**config.mk**
```make
export PLATFORM = sky130hd
export DESIGN_NAME = frame_start_unit
export DESIGN_NICKNAME = d
export VERILOG_FILES = /design/src/rtl/frame_start_pkg.sv /design/src/rtl/fs_datapath.sv /design/src/rtl/fs_control.sv /design/src/rtl/frame_start_unit.sv
export SDC_FILE = /design/constraint.sdc
export NUM_CORES = 1
export LEC_CHECK = 0
export BUFFER_PORTS_ARGS = -buffer_cell sky130_fd_sc_hd__buf_2
export CORE_MARGIN = 3
export CORE_UTILIZATION = 26
export CTS_CLUSTER_SIZE = 16
export DETAILED_ROUTE_END_ITERATION = 6
export PLACE_DENSITY = 0.52
export SLEW_MARGIN = 10
export SYNTH_ARGS = -nofsm -noshare
export SYNTH_HDL_FRONTEND = slang
export SYNTH_SLANG_ARGS = --single-unit
export TNS_END_PERCENT = 5
```
**constraint.sdc**
```tcl
create_clock -name clk -period 2.8 [get_ports clk]
set_input_delay 0.84 -clock clk [delete_from_list [all_inputs] [get_ports clk]]
set_output_delay 0.84 -clock clk [all_outputs]
set_load 0.01 [all_outputs]
```
**src/rtl/frame_start_pkg.sv**
```systemverilog
package frame_start_pkg;

  typedef enum logic [1:0] {
    ST_IDLE   = 2'd0,
    ST_ARMED  = 2'd1,
    ST_DELAY  = 2'd2,
    ST_ACTIVE = 2'd3
  } fsState_t;

  // Strobes from the control FSM into the datapath
  typedef struct packed {
    logic loadDelay;   // load the start-delay counter
    logic captureRef;  // capture the reference level of the sync line
    logic clearDelay;  // drop any delay in progress
    logic runPeriod;   // channel enabled: period counter may run
  } ctlStrobe_t;

  // Start condition codes
  localparam int MD_CONT    = 0;
  localparam int MD_PEER    = 1;
  localparam int MD_LOW     = 2;
  localparam int MD_HIGH    = 3;
  localparam int MD_FALL    = 4;
  localparam int MD_RISE    = 5;
  localparam int MD_CHANGE  = 6;
  localparam int MD_EDGE    = 7;
  localparam int MD_COMPARE = 8;

endpackage

```
**src/rtl/fs_datapath.sv**
```systemverilog
module fs_datapath
  import frame_start_pkg::*;
#(
  parameter int MODE_W      = 4,
  parameter int DLY_W       = 8,
  parameter int PER_W       = 8,
  parameter int SYNC_STAGES = 2
) (
  input  logic              clk,
  input  logic              rstN,
  input  logic              bitEn,
  input  logic              syncIn,
  input  logic              peerStart,
  input  logic              cmpMatch,
  input  logic [MODE_W-1:0] startMode,
  input  logic [DLY_W-1:0]  startDelay,
  input  logic [PER_W-1:0]  periodSel,
  input  ctlStrobe_t        strobe,
  output logic              trigHit,
  output logic              delayZero,
  output logic              delayLast,
  output logic              periodTick
);

  localparam int CNT_W = PER_W + 1;

  // ---------------- frame-sync synchronizer ----------------
  logic [SYNC_STAGES-1:0] syncChain;
  logic syncNow;
  logic syncPrev;
  logic refLevel;

  for (genvar g = 0; g < SYNC_STAGES; g++) begin : gSync
    if (g == 0) begin : gFirst
      always_ff @(posedge clk) begin
        if (!rstN) syncChain[g] <= 1'b0;
        else       syncChain[g] <= syncIn;
      end
    end else begin : gNext
      always_ff @(posedge clk) begin
        if (!rstN) syncChain[g] <= 1'b0;
        else       syncChain[g] <= syncChain[g-1];
      end
    end
  end

  assign syncNow = syncChain[SYNC_STAGES-1];

  always_ff @(posedge clk) begin
    if (!rstN) begin
      syncPrev <= 1'b0;
      refLevel <= 1'b0;
    end else begin
      if (bitEn)             syncPrev <= syncNow;
      if (strobe.captureRef) refLevel <= syncNow;
    end
  end

  // ---------------- start condition select ----------------
  logic levelChg;
  logic edgeAny;
  assign levelChg = syncNow ^ refLevel;
  assign edgeAny  = syncNow ^ syncPrev;

  always_comb begin
    case (startMode)
      MODE_W'(MD_CONT):    trigHit = 1'b1;
      MODE_W'(MD_PEER):    trigHit = peerStart;
      MODE_W'(MD_LOW):     trigHit = bitEn & ~syncNow;
      MODE_W'(MD_HIGH):    trigHit = bitEn & syncNow;
      MODE_W'(MD_FALL):    trigHit = bitEn & syncPrev & ~syncNow;
      MODE_W'(MD_RISE):    trigHit = bitEn & ~syncPrev & syncNow;
      MODE_W'(MD_CHANGE):  trigHit = bitEn & levelChg;
      MODE_W'(MD_EDGE):    trigHit = bitEn & edgeAny;
      MODE_W'(MD_COMPARE): trigHit = cmpMatch;
      default:             trigHit = 1'b0;
    endcase
  end

  // ---------------- start delay counter ----------------
  logic [DLY_W-1:0] delayCnt;

  always_ff @(posedge clk) begin
    if (!rstN)                          delayCnt <= '0;
    else if (strobe.clearDelay)         delayCnt <= '0;
    else if (strobe.loadDelay)          delayCnt <= startDelay;
    else if (bitEn && delayCnt != '0)   delayCnt <= delayCnt - 1'b1;
  end

  assign delayZero = (startDelay == '0);
  assign delayLast = bitEn && (delayCnt == DLY_W'(1));

  // ---------------- internal frame period ----------------
  logic [CNT_W-1:0] perCnt;
  logic [CNT_W-1:0] perLast;
  assign perLast = {periodSel, 1'b1};  // 2*(P+1) - 1

  always_ff @(posedge clk) begin
    if (!rstN) begin
      perCnt     <= '0;
      periodTick <= 1'b0;
    end else begin
      periodTick <= 1'b0;
      if (!strobe.runPeriod || periodSel == '0) begin
        perCnt <= '0;
      end else if (bitEn) begin
        if (perCnt >= perLast) begin
          perCnt     <= '0;
          periodTick <= 1'b1;
        end else begin
          perCnt <= perCnt + 1'b1;
        end
      end
    end
  end

endmodule

```
**src/rtl/fs_control.sv**
```systemverilog
module fs_control
  import frame_start_pkg::*;
(
  input  logic       clk,
  input  logic       rstN,
  input  logic       enableReq,
  input  logic       disableReq,
  input  logic       frameEnd,
  input  logic       isCont,
  input  logic       trigHit,
  input  logic       delayZero,
  input  logic       delayLast,
  output ctlStrobe_t strobe,
  output logic       startPulse,
  output logic       frameActive
);

  fsState_t state, nextState;
  logic goPulse;

  always_comb begin
    nextState = state;
    strobe    = '0;
    goPulse   = 1'b0;
    case (state)
      ST_IDLE: begin
        if (enableReq) begin
          nextState         = ST_ARMED;
          strobe.captureRef = 1'b1;
        end
      end
      ST_ARMED: begin
        if (trigHit) begin
          strobe.captureRef = 1'b1;
          if (delayZero) begin
            nextState = ST_ACTIVE;
            goPulse   = 1'b1;
          end else begin
            nextState        = ST_DELAY;
            strobe.loadDelay = 1'b1;
          end
        end
      end
      ST_DELAY: begin
        if (delayLast) begin
          nextState = ST_ACTIVE;
          goPulse   = 1'b1;
        end
      end
      ST_ACTIVE: begin
        if (frameEnd) begin
          if (isCont) begin
            strobe.captureRef = 1'b1;
            if (delayZero) begin
              goPulse = 1'b1;
            end else begin
              nextState        = ST_DELAY;
              strobe.loadDelay = 1'b1;
            end
          end else begin
            nextState = ST_ARMED;
          end
        end
      end
      default: nextState = ST_IDLE;
    endcase
    if (disableReq) begin
      nextState         = ST_IDLE;
      strobe            = '0;
      strobe.clearDelay = 1'b1;
      goPulse           = 1'b0;
    end
    strobe.runPeriod = (state != ST_IDLE);
  end

  always_ff @(posedge clk) begin
    if (!rstN) begin
      state      <= ST_IDLE;
      startPulse <= 1'b0;
    end else begin
      state      <= nextState;
      startPulse <= goPulse;
    end
  end

  assign frameActive = (state == ST_ACTIVE);

endmodule

```
**src/rtl/frame_start_unit.sv**
```systemverilog
module frame_start_unit
  import frame_start_pkg::*;
#(
  parameter int MODE_W      = 4,
  parameter int DLY_W       = 8,
  parameter int PER_W       = 8,
  parameter int SYNC_STAGES = 2
) (
  input  logic              clk,
  input  logic              rstN,
  input  logic              bitEn,
  input  logic              enableReq,
  input  logic              disableReq,
  input  logic [MODE_W-1:0] startMode,
  input  logic [DLY_W-1:0]  startDelay,
  input  logic [PER_W-1:0]  periodSel,
  input  logic              syncIn,
  input  logic              peerStart,
  input  logic              cmpMatch,
  input  logic              frameEnd,
  output logic              startPulse,
  output logic              frameActive,
  output logic              periodTick
);

  ctlStrobe_t strobe;
  logic trigHit;
  logic delayZero;
  logic delayLast;
  logic isCont;

  assign isCont = (startMode == MODE_W'(MD_CONT));

  fs_datapath #(
    .MODE_W(MODE_W), .DLY_W(DLY_W), .PER_W(PER_W), .SYNC_STAGES(SYNC_STAGES)
  ) dp_i (
    .clk(clk), .rstN(rstN), .bitEn(bitEn), .syncIn(syncIn),
    .peerStart(peerStart), .cmpMatch(cmpMatch), .startMode(startMode),
    .startDelay(startDelay), .periodSel(periodSel), .strobe(strobe),
    .trigHit(trigHit), .delayZero(delayZero), .delayLast(delayLast),
    .periodTick(periodTick)
  );

  fs_control ctl_i (
    .clk(clk), .rstN(rstN), .enableReq(enableReq), .disableReq(disableReq),
    .frameEnd(frameEnd), .isCont(isCont), .trigHit(trigHit),
    .delayZero(delayZero), .delayLast(delayLast), .strobe(strobe),
    .startPulse(startPulse), .frameActive(frameActive)
  );

endmodule

```
Yosys cells after proc, flatten, opt, wreduce, memory -nomap -nowiden
Index checks and enable logic that the tools add are counted.
{"block": "classes", "reduce_logical": 16, "add_sub_neg": 2, "n_bitwise": 14, "eq_ne": 17, "n_lt_le_gt_ge": 1, "muxes": 27}
{"operator": "$mux 2", "count": 9}
{"operator": "$eq 4x3->1 const B", "count": 4}
{"operator": "$logic_not 8->1", "count": 2}
{"operator": "$mux 8", "count": 2}
{"operator": "$add 9x1->9 const B", "count": 1}
{"operator": "$ge 9x9->1", "count": 1}
{"operator": "$mux 1", "count": 9}
{"operator": "$mux 9", "count": 1}
{"operator": "$pmux 1 s9", "count": 1}
{"operator": "$and 1x1->1", "count": 8}
{"operator": "$eq 4x2->1 const B", "count": 2}
{"operator": "$eq 8x1->1 const B", "count": 1}
{"operator": "$pmux 2 s4", "count": 1}
{"operator": "$reduce_bool 8->1", "count": 1}
{"operator": "$sub 8x1->8 const B", "count": 1}
{"operator": "$pmux 1 s3", "count": 2}
{"operator": "$reduce_or 2->1", "count": 3}
{"operator": "$reduce_and 5->1", "count": 1}
{"operator": "$eq 2x2->1 const B", "count": 2}
{"operator": "$eq 4x1->1 const B", "count": 1}
{"operator": "$eq 4x4->1 const B", "count": 1}
{"operator": "$logic_not 4->1", "count": 1}
{"operator": "$mux 4", "count": 1}
{"operator": "$ne 2x1->1 const B", "count": 2}
{"operator": "other kinds (12)", "count": 19}
{"block": "totals", "inputBits": 29, "register_bits": 25, "word_cells": 86, "out_inout_bits": 3}

Depth between registers and ports, before layout
{"block": "depth", "depth_word": 8, "depth_mapped": 7}

Hierarchy
Synthesis repeated with hierarchy kept, for this count alone.
{"block": "unflattened", "hier_cells": 194, "area_unflattened_um2": 1619.1}
{"module": "fs_datapath", "instances": 1, "cells_per_inst": 165, "area_per_inst_um2": 1372.6}
{"module": "fs_control", "instances": 1, "cells_per_inst": 28, "area_per_inst_um2": 234.0}
{"module": "frame_start_unit", "instances": 1, "cells_per_inst": 1, "area_per_inst_um2": 12.5}

Least setup slack after synthesis
No wires, ideal clock.
{"block": "synth_path", "path_kind": "input to register", "from": "input periodSel[3]", "to": "register dp_i.periodTick", "t_arrival_ps": 2347, "path_buffers": 0, "setup_ps": 115, "cell_stages": 6, "slack_ps": 338, "required_ps": 2685, "cell_sequence": "inv_1 ha_1 a2111o_1 o2111ai_1 a21boi_0 and2_1"}
{"block": "synth_between", "elab_chain_len": 3, "elab_cells_between_ends": 5}
{"item": "start, declared", "line_no": "frame_start_unit.sv:16", "rtl": "input logic [PER_W-1:0] periodSel,"}
{"item": "branches (longest 3 deep; another with $ge 9x9->1)"}
{"item": "end signal, assigned", "line_no": "fs_datapath.sv:101", "rtl": "periodTick <= 1'b0;"}
{"item": "end signal, assigned", "line_no": "fs_datapath.sv:103", "rtl": "periodTick <= 1'b0;"}
{"item": "end signal, assigned", "line_no": "fs_datapath.sv:109", "rtl": "periodTick <= 1'b1;"}
{"item": "end, declared", "line_no": "fs_datapath.sv:22", "rtl": "output logic periodTick"}
Several ways; the timed one is not identified.
A chain may end at the register's enable or synchronous reset.

Worst setup path in the final report
{"block": "layout_path", "from": "input startMode[1]", "to": "register dp_i.delayCnt[5]"}
{"block": "layout_between", "elab_chain_len": 6, "elab_cells_between_ends": 17}
{"item": "start, declared", "line_no": "frame_start_unit.sv:14", "rtl": "input logic [MODE_W-1:0] startMode,"}
{"item": "$eq 4x4->1 (tied with other cells)", "line_no": "fs_datapath.sv:66", "rtl": "case (startMode)"}
{"item": "$pmux 1 s9 or $mux 2 (tied branches)", "line_no": "fs_datapath.sv:66, fs_control.sv:52"}
{"item": "$mux 2 (on tied branches)", "line_no": "fs_control.sv:33, fs_control.sv:51"}
{"item": "$pmux 1 s2 (*)", "line_no": "fs_control.sv:25", "rtl": "case (state)"}
{"item": "$mux 4 (*)", "line_no": "fs_control.sv:67", "rtl": "if (disableReq) begin"}
{"item": "$mux 8 or $reduce_bool 2->1 (tied branches)"}
{"item": "end signal, assigned", "line_no": "fs_datapath.sv:86", "rtl": "else if (strobe.loadDelay) delayCnt <= startDelay;"}
{"item": "end signal, assigned", "line_no": "fs_datapath.sv:87", "rtl": "else if (bitEn && delayCnt != '0) delayCnt <= delayCnt - 1'b1;"}
{"item": "end, declared", "line_no": "fs_datapath.sv:81", "rtl": "logic [DLY_W-1:0] delayCnt;"}
Mark *: on every way between the ends. The rest lies on a longest branch, timed or not.

==> flow_summary.ini <==
[outcome]
status = finished, final reports clean

[drt]
drtIter0Drc = 76
drc = 0
drt-total-wl_mm = 3.76
antenna_left = 0
vias = 1473
viasPerCell = 4.88
dr.pass1.iters = 3
wire_per_inst_um = 12.5

[clock_network]
htree_levels = 1
clock_sinks = 25
cts.reportedPaths.clkPinSlew_ns = 0.08
post_cts_buffers = 0
cts_buffer_depth = 2
cts_resized = 0
clk_latency_ns = 0.26
cts_root_buffer = clkbuf_8
cts-buffers-inserted = 3
cts_tree = built
cts_hold_buf = 0

[timing]
setup_viol = 0
fin_crit_ns = 2.33
timing.final.hold_violations = 0
fmax_mhz = 429
period_share = 0.832
clock_skew_ns = 0.00689
rsz0062_at_grt = no
final_max_slew_viol_count = 0
final.setup.tns_ns = 0
slew_headroom = 0.595
worstMarginPinSlew_ns = 0.602

[global_route]
grt_remaining_overflow = 0
grt_pass1_wl_mm = 6.41
grt_max_degree = 15
grtUsageTotal = 0.104
grt_pass1_vias = 1411
antenna_found_initial = 0

[finish]
drive_above_1_share = 0.198
final_util = 0.321
synthToLayoutAreaGrowth_pct = 17.8
num-fill-cells = 647
n_antenna_cell = 0
nets = 268

[placed_design]
numPortBuffers = 31
gp_congestion = 0.809
dpl.hpwl_mm = 2.95

[setup_path]
critPathMaxFanout = 9
cp.required_ns = 2.93
path_class = in2reg
critical_path_arrival_ns = 2.46
crit_path_end_kind = register
start_kind = primary input

[flow_run]
maxCapViolCount = 0

[yosys]
synth_cell_type_count = 50
synth_cells = 194
avgSynthCellArea_sq_um = 8.42
yosysSeqAreaShare = 0.306
synth_area_sq_um = 1630
synth_edf_count = 0
syn-num-nets = 234
async_reset_ff_frac = 0
synth_ff_type = dfxtp_1
ys_ff_latch = 25
synth_warnings = 0

[die]
row_count = 28
die_area_sq_um = 7270
fp.dieW_um = 85.3
floorplan.initialDensity = 0.273
io_pins = 32
die_h_um = 85.3
core_area_sq_um = 5990

[min_path]
hold_path.class = reg2reg

[pwr]
p_leak_nw = 0.812
peakVddDrop_mv = 0.267
pwr_density_cell_nw_per_um2 = 379
-- path summary, 6_finish.rpt --
path | from | endpoint | slack [ns] | cells past startpoint
min | dp_i.syncChain[0] | dp_i.syncNow | 0.44 | 1
min reg2reg | dp_i.syncChain[0] | dp_i.syncNow | 0.44 | 1
max reg2reg | dp_i.refLevel | dp_i.delayCnt[5] | 0.88 | 5
max | startMode[1] | dp_i.delayCnt[5] | 0.47 | 6
-- registers in the layout, summed over array words and instances (netlist names) --
signal and count:
dp_i.delayCnt 8, dp_i.syncChain 1, ctl_i.startPulse 1, dp_i.periodTick 1, dp_i.syncNow 1, ctl_i.state 2, dp_i.perCnt 9, dp_i.refLevel 1
dp_i.syncPrev 1
-- layout make-up --
cell class                 instances  area, sq um  area share
multi-input combinational        145         1040       0.539
timing repair buffer              34          178      0.0923
sequential                        25          500       0.260
tap                               75         93.8      0.0487
clock buffer                       4         45.0      0.0234
inverter                          19         71.3      0.0370
-- worst max-delay path: stages --
cell      delay, ns
buf_2          0.15
or4b_4         0.54
a211oi_4       0.37
nand3_2        0.13
o21ai_4        0.29
o32ai_1        0.15
-- synthesized netlist by cell type (5+ instances only) --
| library cell | instances | area share |
|---|---|---|
| xnor2_1 | 6 | 0.032 |
| a21oi_1 | 12 | 0.037 |
| ha_1 | 11 | 0.084 |
| nand2_1 | 8 | 0.018 |
| nor4_1 | 6 | 0.023 |
| dfxtp_1 | 25 | 0.31 |
| and2_1 | 5 | 0.019 |
| xor2_1 | 7 | 0.038 |
| inv_1 | 19 | 0.044 |
| o21ai_0 | 5 | 0.015 |
| nor3_1 | 8 | 0.025 |
| nor2_1 | 5 | 0.011 |
| o22ai_1 | 6 | 0.023 |
| nand2b_1 | 7 | 0.027 |
| nand3_1 | 12 | 0.037 |
-- report_power, final --
part	total, W	internal (W)	switching [W]
clock	0.000210	0.000102	0.000109
combinational	0.000144	0.0000660	0.0000779
sequential	0.000376	0.000365	0.0000112
-- placed cells by master (no fill, tap or decap), types with 5 or more instances in the layout --
cell type	count
nor3_1	8
nand2b_1	7
ha_1	11
nand2_1	8
and2_1	5
xnor2_1	6
dfxtp_1	25
buf_2	31
nor2_1	5
o22ai_1	6
xor2_1	7
nor4_1	6
a21oi_1	12
nand3_1	12
o21ai_0	5
inv_1	19
-- metal layers --
layer,routed length (um),vias to the layer above,GRT usage
met5,0,-,0
met4,23,0,0.0129
met3,150,2,0.0214
met2,1680,24,0.172
met1,1910,663,0.145
li1,-,784,-
-- through the flow --
stage	total power, W	hold WS (ns)	worst slack (ns)	std cells	instance area [sq um]
floorplan	0.000481	0.412	0.338	194	1630
global placement	0.000527	0.418	0.210	298	1880
detailed placement	0.000528	0.426	0.195	298	1880
CTS	0.000747	0.448	0.483	302	1930
global route	0.000776	0.453	0.422	302	1930
finish	0.000730	0.441	0.471	302	1930
-- kinds of logic (layout without fill, tap and decap cells) --
group,count (synthesis),count (layout),share of synthesized area
buffers and inverters,24,57,0.0590
XOR/XNOR,13,13,0.0697
multiplexers,1,1,0.00613
AO/OA/AOI/OAI,47,47,0.215
AND/OR/NAND/NOR,73,73,0.260
adder cells (fa/ha/maj),11,11,0.0842
flip-flops,25,25,0.306
(Power assumes the default switching activity.)
